$ cat src/rtl/feedwd_pkg.sv
package feedwd_pkg;
    timeunit 1ns;
    timeprecision 100ps;

    typedef enum logic {
        FEED_IDLE,
        FEED_HALF
    } feed_st_t;

    typedef enum logic [1:0] {
        CORE_OFF,
        CORE_ARMED,
        CORE_RUN,
        CORE_EXPIRED
    } core_st_t;

    // byte offsets of the register slots
    localparam int OFF_MODE  = 'h0;
    localparam int OFF_CONST = 'h4;
    localparam int OFF_FEED  = 'h8;
    localparam int OFF_COUNT = 'hC;

    // mode register bit positions (software decodes these)
    localparam int MB_EN    = 0;
    localparam int MB_HWRST = 1;
    localparam int MB_TOF   = 2;
    localparam int MB_INT   = 3;
endpackage

$ cat src/rtl/feedwd_regs.sv
module feedwd_regs #(
    parameter int DATA_W    = 32,
    parameter int CNT_W     = 31,
    parameter int MIN_CONST = 255
) (
    input  logic              clk,
    input  logic              blk_rst,
    input  logic              wr_mode,
    input  logic              wr_const,
    input  logic [DATA_W-1:0] wdata,
    input  logic              expire_evt,
    output logic              en_q,
    output logic              hwrst_q,
    output logic              tof_q,
    output logic              int_q,
    output logic [CNT_W-1:0]  const_q
);
    timeunit 1ns;
    timeprecision 100ps;
    import feedwd_pkg::*;

    localparam logic [DATA_W-1:0] LO_W = DATA_W'(MIN_CONST);
    localparam logic [DATA_W-1:0] HI_W = DATA_W'({CNT_W{1'b1}});

    // enable is sticky; flags follow their own set/clear rules
    always_ff @(posedge clk) begin
        if (blk_rst) begin
            en_q    <= 1'b0;
            hwrst_q <= 1'b0;
            tof_q   <= 1'b0;
            int_q   <= 1'b0;
        end else begin
            if (wr_mode && wdata[MB_EN]) begin
                en_q <= 1'b1;
            end
            if (wr_mode) begin
                hwrst_q <= wdata[MB_HWRST];
            end
            if (expire_evt) begin
                tof_q <= 1'b1;
            end else if (wr_mode && !wdata[MB_TOF]) begin
                tof_q <= 1'b0;
            end
            if (expire_evt) begin
                int_q <= 1'b1;
            end
        end
    end

    // reload constant with clamping on both ends
    always_ff @(posedge clk) begin
        if (blk_rst) begin
            const_q <= CNT_W'(MIN_CONST);
        end else if (wr_const) begin
            if (wdata < LO_W) begin
                const_q <= CNT_W'(MIN_CONST);
            end else if (wdata > HI_W) begin
                const_q <= {CNT_W{1'b1}};
            end else begin
                const_q <= wdata[CNT_W-1:0];
            end
        end
    end
endmodule

$ cat src/rtl/feedwd_feed_fsm.sv
module feedwd_feed_fsm #(
    parameter int DATA_W    = 32,
    parameter int KEY_OPEN  = 'hAA,
    parameter int KEY_CLOSE = 'h55
) (
    input  logic              clk,
    input  logic              blk_rst,
    input  logic              enable,
    input  logic              feed_wr,
    input  logic [DATA_W-1:0] wdata,
    output logic              feed_ok,
    output logic              feed_bad
);
    timeunit 1ns;
    timeprecision 100ps;
    import feedwd_pkg::*;

    localparam logic [DATA_W-1:0] OPEN_W  = DATA_W'(KEY_OPEN);
    localparam logic [DATA_W-1:0] CLOSE_W = DATA_W'(KEY_CLOSE);

    feed_st_t st_q, st_nxt;

    // state register
    always_ff @(posedge clk) begin
        if (blk_rst) begin
            st_q <= FEED_IDLE;
        end else begin
            st_q <= st_nxt;
        end
    end

    // next state and verdicts
    always_comb begin
        st_nxt   = st_q;
        feed_ok  = 1'b0;
        feed_bad = 1'b0;
        if (enable && feed_wr) begin
            unique case (st_q)
                FEED_IDLE: begin
                    if (wdata == OPEN_W) begin
                        st_nxt = FEED_HALF;
                    end else begin
                        feed_bad = 1'b1;
                    end
                end
                FEED_HALF: begin
                    st_nxt = FEED_IDLE;
                    if (wdata == CLOSE_W) begin
                        feed_ok = 1'b1;
                    end else begin
                        feed_bad = 1'b1;
                    end
                end
            endcase
        end
    end
endmodule

$ cat src/rtl/feedwd_core.sv
module feedwd_core #(
    parameter int CNT_W    = 31,
    parameter int STEP_DIV = 4
) (
    input  logic             clk,
    input  logic             blk_rst,
    input  logic             enable,
    input  logic             feed_ok,
    input  logic             feed_bad,
    input  logic [CNT_W-1:0] const_q,
    output logic [CNT_W-1:0] count_q,
    output logic             expire_evt
);
    timeunit 1ns;
    timeprecision 100ps;
    import feedwd_pkg::*;

    localparam int PRE_W = (STEP_DIV > 1) ? $clog2(STEP_DIV) : 1;
    localparam logic [PRE_W-1:0] PRE_LAST = PRE_W'(STEP_DIV - 1);

    core_st_t st_q, st_nxt;
    logic [PRE_W-1:0] pre_q;
    logic tick;

    assign tick = (pre_q == PRE_LAST);

    // state register
    always_ff @(posedge clk) begin
        if (blk_rst) begin
            st_q <= CORE_OFF;
        end else begin
            st_q <= st_nxt;
        end
    end

    // transitions
    always_comb begin
        st_nxt     = st_q;
        expire_evt = 1'b0;
        unique case (st_q)
            CORE_OFF:     st_nxt = enable ? CORE_ARMED : CORE_OFF;
            CORE_ARMED:   st_nxt = CORE_ARMED;
            CORE_RUN: begin
                if (tick && (count_q == '0)) begin
                    expire_evt = 1'b1;
                    st_nxt     = CORE_EXPIRED;
                end
            end
            CORE_EXPIRED: st_nxt = CORE_EXPIRED;
        endcase
        if (feed_ok) begin
            expire_evt = 1'b0;
            st_nxt     = CORE_RUN;
        end
        if (feed_bad) begin
            expire_evt = 1'b1;
            st_nxt     = CORE_EXPIRED;
        end
    end

    // counter and prescaler
    always_ff @(posedge clk) begin
        if (blk_rst) begin
            count_q <= '0;
            pre_q   <= '0;
        end else if (feed_ok) begin
            count_q <= const_q;
            pre_q   <= '0;
        end else if (expire_evt) begin
            count_q <= '0;
            pre_q   <= '0;
        end else if (st_q == CORE_RUN) begin
            pre_q <= tick ? '0 : pre_q + 1'b1;
            if (tick) begin
                count_q <= count_q - 1'b1;
            end
        end
    end
endmodule

$ cat src/rtl/feedwd_pulse.sv
module feedwd_pulse #(
    parameter int PULSE_LEN = 16
) (
    input  logic clk,
    input  logic blk_rst,
    input  logic fire,
    output logic pulse
);
    timeunit 1ns;
    timeprecision 100ps;

    localparam int PW = $clog2(PULSE_LEN + 1);

    logic [PW-1:0] left_q;

    always_ff @(posedge clk) begin
        if (blk_rst) begin
            left_q <= '0;
        end else if (fire) begin
            left_q <= PW'(PULSE_LEN);
        end else if (left_q != '0) begin
            left_q <= left_q - 1'b1;
        end
    end

    assign pulse = (left_q != '0);
endmodule

$ cat src/rtl/feedwd_top.sv
module feedwd_top #(
    parameter int ADDR_W    = 4,
    parameter int DATA_W    = 32,
    parameter int CNT_W     = 31,
    parameter int MIN_CONST = 255,
    parameter int STEP_DIV  = 4,
    parameter int PULSE_LEN = 16,
    parameter int KEY_OPEN  = 'hAA,
    parameter int KEY_CLOSE = 'h55
) (
    input  logic              clk,
    input  logic              blk_rst,
    input  logic [ADDR_W-1:0] bus_addr,
    input  logic              bus_wr,
    input  logic [DATA_W-1:0] bus_wdata,
    output logic [DATA_W-1:0] bus_rdata,
    output logic              irq,
    output logic              reset_out
);
    timeunit 1ns;
    timeprecision 100ps;
    import feedwd_pkg::*;

    localparam logic [ADDR_W-1:0] A_MODE  = ADDR_W'(OFF_MODE);
    localparam logic [ADDR_W-1:0] A_CONST = ADDR_W'(OFF_CONST);
    localparam logic [ADDR_W-1:0] A_FEED  = ADDR_W'(OFF_FEED);
    localparam logic [ADDR_W-1:0] A_COUNT = ADDR_W'(OFF_COUNT);

    logic             wr_mode, wr_const, wr_feed;
    logic             en_q, hwrst_q, tof_q, int_q;
    logic [CNT_W-1:0] const_q, count_q;
    logic             feed_ok, feed_bad, expire_evt;

    assign wr_mode  = bus_wr && (bus_addr == A_MODE);
    assign wr_const = bus_wr && (bus_addr == A_CONST);
    assign wr_feed  = bus_wr && (bus_addr == A_FEED);

    feedwd_regs #(
        .DATA_W(DATA_W), .CNT_W(CNT_W), .MIN_CONST(MIN_CONST)
    ) u_regs (
        .clk(clk), .blk_rst(blk_rst), .wr_mode(wr_mode), .wr_const(wr_const),
        .wdata(bus_wdata), .expire_evt(expire_evt), .en_q(en_q),
        .hwrst_q(hwrst_q), .tof_q(tof_q), .int_q(int_q), .const_q(const_q)
    );

    feedwd_feed_fsm #(
        .DATA_W(DATA_W), .KEY_OPEN(KEY_OPEN), .KEY_CLOSE(KEY_CLOSE)
    ) u_feed (
        .clk(clk), .blk_rst(blk_rst), .enable(en_q), .feed_wr(wr_feed),
        .wdata(bus_wdata), .feed_ok(feed_ok), .feed_bad(feed_bad)
    );

    feedwd_core #(
        .CNT_W(CNT_W), .STEP_DIV(STEP_DIV)
    ) u_core (
        .clk(clk), .blk_rst(blk_rst), .enable(en_q), .feed_ok(feed_ok),
        .feed_bad(feed_bad), .const_q(const_q), .count_q(count_q),
        .expire_evt(expire_evt)
    );

    feedwd_pulse #(
        .PULSE_LEN(PULSE_LEN)
    ) u_pulse (
        .clk(clk), .blk_rst(blk_rst), .fire(expire_evt && hwrst_q),
        .pulse(reset_out)
    );

    assign irq = int_q;

    // read mux; feed slot and unmapped addresses read zero
    always_comb begin
        bus_rdata = '0;
        if (bus_addr == A_MODE) begin
            bus_rdata[MB_EN]    = en_q;
            bus_rdata[MB_HWRST] = hwrst_q;
            bus_rdata[MB_TOF]   = tof_q;
            bus_rdata[MB_INT]   = int_q;
        end else if (bus_addr == A_CONST) begin
            bus_rdata = DATA_W'(const_q);
        end else if (bus_addr == A_COUNT) begin
            bus_rdata = DATA_W'(count_q);
        end
    end
endmodule

$ cat config.mk
export PLATFORM = sky130hd
export DESIGN_NAME = feedwd_top
export DESIGN_NICKNAME = d
export VERILOG_FILES = /design/src/rtl/feedwd_pkg.sv /design/src/rtl/feedwd_regs.sv /design/src/rtl/feedwd_feed_fsm.sv /design/src/rtl/feedwd_core.sv /design/src/rtl/feedwd_pulse.sv /design/src/rtl/feedwd_top.sv
export SDC_FILE = /design/constraint.sdc
export NUM_CORES = 1
export LEC_CHECK = 0
export ABC_AREA = 1
export BUFFER_PORTS_ARGS = -buffer_cell sky130_fd_sc_hd__buf_2
export CAP_MARGIN = 40
export CORE_ASPECT_RATIO = 0.5
export CORE_MARGIN = 3
export CORE_UTILIZATION = 60
export DETAILED_ROUTE_END_ITERATION = 10
export PLACE_DENSITY = 0.83
export SLEW_MARGIN = 20
export SYNTH_ARGS = -nofsm -noshare
export SYNTH_HDL_FRONTEND = slang
export SYNTH_SLANG_ARGS = --single-unit
export TNS_END_PERCENT = 100
$ cat constraint.sdc
create_clock -name clk -period 5 [get_ports clk]
set_input_delay 1 -clock clk [delete_from_list [all_inputs] [get_ports clk]]
set_output_delay 1 -clock clk [all_outputs]
set_load 0.01 [all_outputs]
Yosys cells after proc, flatten, opt, wreduce, memory -nomap -nowiden. Index checks and enable logic that the tools add are counted.

Logic and storage cells: 80. Bits in writable memories: 0. Memories kept: 0. ROM bits: 0. Output and inout bits: 34. Input port bits: 39. Register bits: 76. Bits in latches: 0.

Equal/unequal tests: 10. Muxes and demuxes: 33. Bitwise operators: 1. Div/mod/pow operators: 0. Add/sub/neg operators: 3. Magnitude comparators: 2. Shifts and indexed selects: 0. Multiply operators: 0. Reduce and logical (&&, ||, !) cells: 20.

Operators with widths (count): $mux W31 (7); $eq A32 B7 Y1 const B (1); $eq A32 B8 Y1 const B (1); $gt A32 B31 Y1 const B (1); $lt A32 B8 Y1 const B (1); $mux W32 (1); $logic_not A31 Y1 (1); $sub A31 B1 Y31 const B (1); $mux W28 (1); $mux W1 (14); $mux W5 (2); $eq A4 B4 Y1 const B (2); $logic_and A1 B1 Y1 (8); $mux W2 (4); $pmux W2 S4 (1); $eq A2 B2 Y1 const B (3); $reduce_bool A3 Y1 (2); $reduce_bool A5 Y1 (1); $sub A5 B1 Y5 const B (1); $eq A4 B3 Y1 const B (1); $logic_not A4 Y1 (1); $mux W4 (1); $ne A4 B3 Y1 const B (1); $pmux W1 S2 (2); 9 further kinds (10).

Logic depth before layout (Yosys ltp). Gate-level depths: netlist of the first run.

Word-level depth: 8. Gate-level depth with buffers: 12. Depth with buffers taken out: 11.

Hierarchy. From an unflattened synthesis of the first run, not the netlist that was laid out.

Cells, all modules: 844. Area total of the unflattened synthesis: 5113.7 µm².

By module, submodules not included: feedwd_core (area an instance 2518.7 µm², seq. area each 700.7 µm², cells an instance 428, instances 1); feedwd_regs (area an instance 1453.9 µm², seq. area each 700.7 µm², cells an instance 198, instances 1); feedwd_top (area an instance 619.3 µm², seq. area each 0.0 µm², cells an instance 127, instances 1); feedwd_feed_fsm (area an instance 277.8 µm², seq. area each 20.0 µm², cells an instance 58, instances 1); feedwd_pulse (area an instance 244.0 µm², seq. area each 100.1 µm², cells an instance 33, instances 1).

Worst setup path before layout of the first run. Ideal clock, no wire load.

Path type: input to output. Start: input bus_addr[1]. End: output bus_rdata[1]. Data required time: 4.000 ns. Data arrival time: 1.913 ns. Stages on the path: 6. Slack: 2.087 ns. Path buffers: 1. Cell sequence: nor2_1 inv_2 nor3_4 clkbuf_1 nand2_1 o211ai_1.

Word-level cells in the longest chain between the ends: 4. Elaborated cells between the ends (all ways): 6. Classes of those cells: 2 x eq/ne; 3 x mux; 1 x reduce/logical.

Ends and longest elaborated chain: start, declared (RTL line feedwd_top.sv:13) `input logic [ADDR_W-1:0] bus_addr,`; $eq A4 B4 Y1 (RTL line feedwd_top.sv:80) `end else if (bus_addr == A_COUNT) begin`; $mux W31 (RTL line feedwd_top.sv:80); $mux W32 (RTL line feedwd_top.sv:78) `end else if (bus_addr == A_CONST) begin`; $mux W4 (*) (RTL line feedwd_top.sv:73) `if (bus_addr == A_MODE) begin`; end, declared (RTL line feedwd_top.sv:16) `output logic [DATA_W-1:0] bus_rdata,`.

Every way passes the cells marked *; elsewhere a longest branch is shown, timed or not.

Final worst setup path of the first run.
Start: input bus_addr[1]. End: output bus_rdata[15].

Word-level cells in the longest chain between the ends: 4. Elaborated cells between the ends (all ways): 6. Classes of those cells: 2 x eq/ne; 3 x mux; 1 x reduce/logical.

Ends and longest elaborated chain (RTL line): $eq A4 B4 Y1 (feedwd_top.sv:80); $mux W31 (feedwd_top.sv:80); $mux W32 (feedwd_top.sv:78); $mux W28 (*) (feedwd_top.sv:73).

Marks and branches as above.

==> results of run 1 <==
routing by layer:
metal | part of all wire [%] | wire length [um]
met1 | 46 | 7094
met2 | 40 | 6131
met3 | 13 | 2029
met4 | 1.2 | 191
met5 | 0 | 0
state kept, by name (all words and copies together), names as in the netlist:
name,count
u_core.count_q,31
u_core.pre_q,2
u_core.st_q,2
u_feed.st_q,1
u_pulse.left_q,5
u_regs.const_q,31
u_regs.en_q,1
u_regs.hwrst_q,1
u_regs.int_q,1
u_regs.tof_q,1
cells in the final DEF, fill, tap and decap left out, types with 3 or more instances in the layout:
cell,instances
nand2_1,205
nor2_1,107
inv_1,102
dfxtp_1,76
buf_2,71
o21ai_0,68
a21oi_1,41
nand3_1,35
nand4_1,34
o21ai_1,25
nor3_1,22
xor2_1,14
nor2_2,12
clkbuf_16,9
nand2_2,8
buf_4,5
inv_2,4
nor2_4,4
o32ai_1,4
ha_1,4
nor3_4,3
o211ai_1,3
a31oi_1,3
worst max path at each step:
stage | to | slack [ns]
6_report | bus_rdata[15] | 1.40
2_1_floorplan | bus_rdata[1] | 2.09
3_5_place_dp | u_regs.const_q[2] | 1.41
4_1_cts | bus_rdata[15] | 1.45
5_1_grt | bus_rdata[28] | 1.29
3_3_place_gp | u_regs.const_q[0] | 1.49
tightest hold or removal path, delay by kind of cell, from the launching register on:
kind	cells	cell delay, ns
AOI/OAI and AO/OA	1	0.07
DFF	1	0.31
and+or+nand+nor	1	0.06
final cells by class:
cell class | instances | area share (%)
multi-input combinational | 608 | 51.16
sequential | 76 | 26.34
timing repair buffer | 78 | 7.624
inverter | 106 | 6.888
clock buffer | 9 | 3.899
tap | 112 | 2.426
clock inverter | 7 | 1.668
power by group:
group / internal [mW] / switching (mW)
Clock: 0.440 / 0.281
Combinational: 0.0889 / 0.134
Sequential: 0.630 / 0.0178
cells by family (layout without fill, tap and decap cells):
logic type,Yosys count,count (layout),synth area share [%]
adder cells (fa/ha/maj),4,4,0.9857
other,1,1,0.07386
XOR/XNOR,15,15,2.588
buffers and inverters,145,200,11.83
AND/OR/NAND/NOR,440,440,39.18
AO/OA/AOI/OAI,147,147,15.18
flip-flops,76,76,29.97
multiplexers,1,1,0.1971
==> flow_summary.ini, run 1 <==
[synthesis]
yosys_warnings = 0
yosysTopAreaCell = dfxtp_1
synth_most_common_cell = nand2_1
synthTopCellsByArea = dfxtp_1 30%, nand2_1 15%, nor2_1 7.9%
synth_nets = 872
netlist_area_sq_um = 5077
syn_area_per_cell_sq_um = 6.125
synth-async-reset-ratio_pct = 0
ys.flop_type = dfxtp_1
ys_ff_latch = 76
yosys.cell_types.count = 37
synth_top_area_share_pct = 29.97
synth-seq-area-share_pct = 29.97
synth_common_cells = 205 x nand2_1, 107 x nor2_1, 102 x inv_1
synth-edff-count = 0
synth_cells = 829

[run_status]
outcome = finished, final reports clean

[final_layout]
design_area_sq_um = 5777
antenna_cells = 0
layout.cells.non_filler = 996
nets = 922
areaGrowthSynthToFinish_pct = 13.78
multiInputGateArea_sq_um = 2955
utilization_pct = 71.18
regArea_sq_um = 1521
drive_gt1_share_pct = 15.16
num-fill-cells = 741

[global_routing]
grtUsageMet3_pct = 9.162
grt_remaining_overflow = 0
grt_busiest_layer = met1
first_global_vias = 5018
met1_usage_pct = 50.46
grt_util_met2_pct = 45.75
grt_pass1_wl_um = 25170
track_usage_pct = 32.98
grt_antenna_before_repair = 0
grt_start_max_net_pins = 41

[timing]
final.setup.tns_ns = 0
slew_headroom_pct = 46.87
whs_ns = 0.4773
fin_ws_ns = 1.401
setup_violations = 0
clock_skew_ns = 0.007777
worst_pin_slew_ns = 0.7961
slew_viol_final = 0
min_period_ns = 3.599
finalCritPeriodShare_pct = 71.98
hold_violations = 0
max_freq_mhz = 277.9
rsz0062_at_grt = no

[setup_path]
cp.depth = 8
path_max_fanout = 18
crit_start = bus_addr[1]
critPathRequiredTime_ns = 4.00
crit_path_end_kind = primary output
r2r_slack_ns = 2.64
cpMostUsedCell = buf_2
crit_type = in -> out
critPathMaxStageDelay_ns = 0.49
cp_slowest_cell = nor3_4
r2r-start = u_core.count_q[0]
cp_cell_sequence = buf_2, nor2_1, inv_2, nor3_4, buf_4, nand2_1, o21ai_0, buf_2
critPathBufInv = 4
r2r_cells = 9
startpoint_type = primary input
reg2reg_to = u_core.count_q[12]
cp_top_family = simple AND/OR/NAND/NOR gates
cp.arrival_ns = 2.60

[clock_tree]
clk-insertion-delay-late_ns = 0.35
root_buffer = clkbuf_16
numCtsBuffers = 9
htreeDepth = 3
cts-hold-fix-buffers = 0
cts_tree = built
clk_pin_slew_ns = 0.06
post_cts_resized = 0
clock-sinks = 76
clk_path_buf_depth = 2
cts_setup_buffers = 0

[power]
vdd_drop_max_mv = 0.2130
cellLeakagePower_nw = 3.082
p_total_mw = 1.591
cellPowerDensity_nw_per_um2 = 275.5

[route]
wl_um = 15450
drtIter0Drc = 785
antenna_left = 0
drcViolationCount = 0
via_per_inst = 5.809
vias = 5786
firstDrtPassIters = 8
wl_per_cell_um = 15.51

[die]
rows = 23
fp.dieW_um = 136.1
die-area_sq_um = 9669
start_util_pct = 62.57
die_h_um = 71.05
core_area_sq_um = 8115
boundaryPins = 73

[hold_path]
hold-path-cell-count = 2
hold_end = u_core.st_q[0]
hold_path_class = reg -> reg
worstHoldStart = u_core.st_q[1]

[placement]
dpl_cell_area_sq_um = 5455
place_ws_ns = 1.413
dp.cells = 980
hpwlAfterDp_um = 11090
place_congestion = 1.109
io_buffers = 71

[run]
drv_cap = 0
Note: power is estimated with default switching activity, not from simulation.
==> inputs of run 2 (changes only) <==
Settings changed: CORE_UTILIZATION 60 to 53, PLACE_DENSITY 0.83 to 0.78.
Clock period 5 ns to 3.2 ns, I/O delays scaled along.
==> run 2 against run 1 <==
Setup slack got worse by 0.78 ns. Largest power group unchanged. Global-route usage fell by 3.2 points. Power is 49% higher.
==> flow_summary.ini, run 2 (same netlist as run 1, synthesis figures left out) <==
[power]
vdd_drop_max_mv = 0.2469
p_switching_uw = 655.2
intPower_mw = 1.723
cellPowerDensity_nw_per_um2 = 413.8
pwr-share-comb_pct = 14.3
cellLeakagePower_nw = 3.066
clkPwrFrac_pct = 43.1
p_seq_share_pct = 42.6
sw_frac_of_total_pct = 27.55

[die]
boundaryPins = 73
rows = 24
core_area_sq_um = 9009
die-area_sq_um = 10860
start_util_pct = 56.36
fp.dieW_um = 144.4
die_h_um = 75.21

[timing]
hold_violations = 0
final.setup.tns_ns = 0
slew_viol_final = 0
rsz0062_at_grt = no
finalCritPeriodShare_pct = 80.67
min_period_ns = 2.581
max_freq_mhz = 387.4
worst_pin_slew_ns = 0.6662
setup_violations = 0
fin_ws_ns = 0.6185
clock_skew_ns = 0.009673
slew_headroom_pct = 55.54

[global_routing]
grt_start_max_net_pins = 48
grt_remaining_overflow = 0
grt_pass1_wl_um = 25180
first_global_vias = 4916
track_usage_pct = 29.81
grt_antenna_before_repair = 0

[final_layout]
final_cell_mix = 205 x nand2_1, 107 x nor2_1, 102 x inv_1
antenna_cells = 0
layout_commonest_cell = nand2_1
num-fill-cells = 889
nets = 924
areaGrowthSynthToFinish_pct = 13.18
reg_top3 = u_core.count_q x31, u_regs.const_q x31, u_pulse.left_q x5
drive_gt1_share_pct = 15.25

[hold_path]
hold-path-cell-count = 2
hold_path_class = reg -> reg

[route]
wl_um = 15810
via_per_inst = 5.592
drcViolationCount = 0
antenna_left = 0
firstDrtPassIters = 5
wl_per_cell_um = 15.78
drtIter0Drc = 738
vias = 5603

[clock_tree]
clk-insertion-delay-late_ns = 0.34
root_buffer = clkbuf_16
cts_setup_buffers = 0
htreeDepth = 3
numCtsBuffers = 9
clock-sinks = 76
cts-hold-fix-buffers = 0
cts_tree = built
clk_pin_slew_ns = 0.06
post_cts_resized = 0
clk_path_buf_depth = 2

[placement]
place_ws_ns = 0.5560
hpwlAfterDp_um = 11560
place_congestion = 1.000
io_buffers = 71

[setup_path]
cp.arrival_ns = 1.94
startpoint_type = primary input
path_max_fanout = 31
crit_type = in -> out
critPathRequiredTime_ns = 2.56
r2r_cells = 9
crit_path_end_kind = primary output

[run]
drv_cap = 0

[run_status]
outcome = finished, final reports clean
## run 2: worst max-delay path, cell delays in order
cell and delay (ns):
buf_2 0.09, nor2_1 0.24, inv_2 0.08, nor3_4 0.12
buf_4 0.36, nand2_1 0.09, o211ai_1 0.13, buf_2 0.18
## run 2: final cells by class
type	instances	area (sq um)	share of cell area [%]
tap	117	146.4	2.547
multi-input combinational	608	2955	51.43
sequential	76	1521	26.48
clock buffer	9	225.2	3.919
timing repair buffer	80	435.4	7.577
clock inverter	6	65.06	1.132
inverter	106	397.9	6.924
## run 2: routing by layer
metal | share of wire (%) | vias to the layer above | wire length, um | track usage [%]
met5 | 0 | - | 0 | 0
met4 | 1.1 | 0 | 168 | 6.618
met3 | 11 | 19 | 1688 | 7.805
met2 | 41 | 273 | 6481 | 43.11
met1 | 47 | 2542 | 7469 | 44.39
li1 | - | 2769 | - | -
## run 2: metrics by stage
step | util (%) | std cells | hold WS (ns) | cell area, sq um | power, mW
2_1_floorplan | - | 829 | 0.4430 | 5077 | 1.276
3_3_place_gp | 60.57 | 987 | 0.4571 | 5456 | 1.364
3_5_place_dp | 60.57 | 987 | 0.4687 | 5456 | 1.373
4_1_cts | 63.79 | 1002 | 0.4846 | 5747 | 2.385
5_1_grt | 63.79 | 1002 | 0.5170 | 5747 | 2.473
6_report | 63.79 | 1002 | 0.4843 | 5747 | 2.378
## run 2: power by group through the flow
stage | registers (mW) | logic (mW) | clock network [mW]
after floorplan | 1.02 | 0.251 | 0
after global placement | 1.03 | 0.332 | 0
after detailed placement | 1.03 | 0.338 | 0
after CTS | 1.01 | 0.342 | 1.03
after global routing | 1.02 | 0.387 | 1.07
final | 1.01 | 0.340 | 1.02
## run 2: worst paths after layout
path | startpoint | endpoint | slack (ns)
worst min register to register | u_core.pre_q[1] | u_core.pre_q[1] | 0.48
worst max-delay path | bus_addr[1] | bus_rdata[2] | 0.62
worst min-delay path | u_core.pre_q[1] | u_core.pre_q[1] | 0.48
worst max register to register | u_core.count_q[0] | u_core.count_q[9] | 0.95
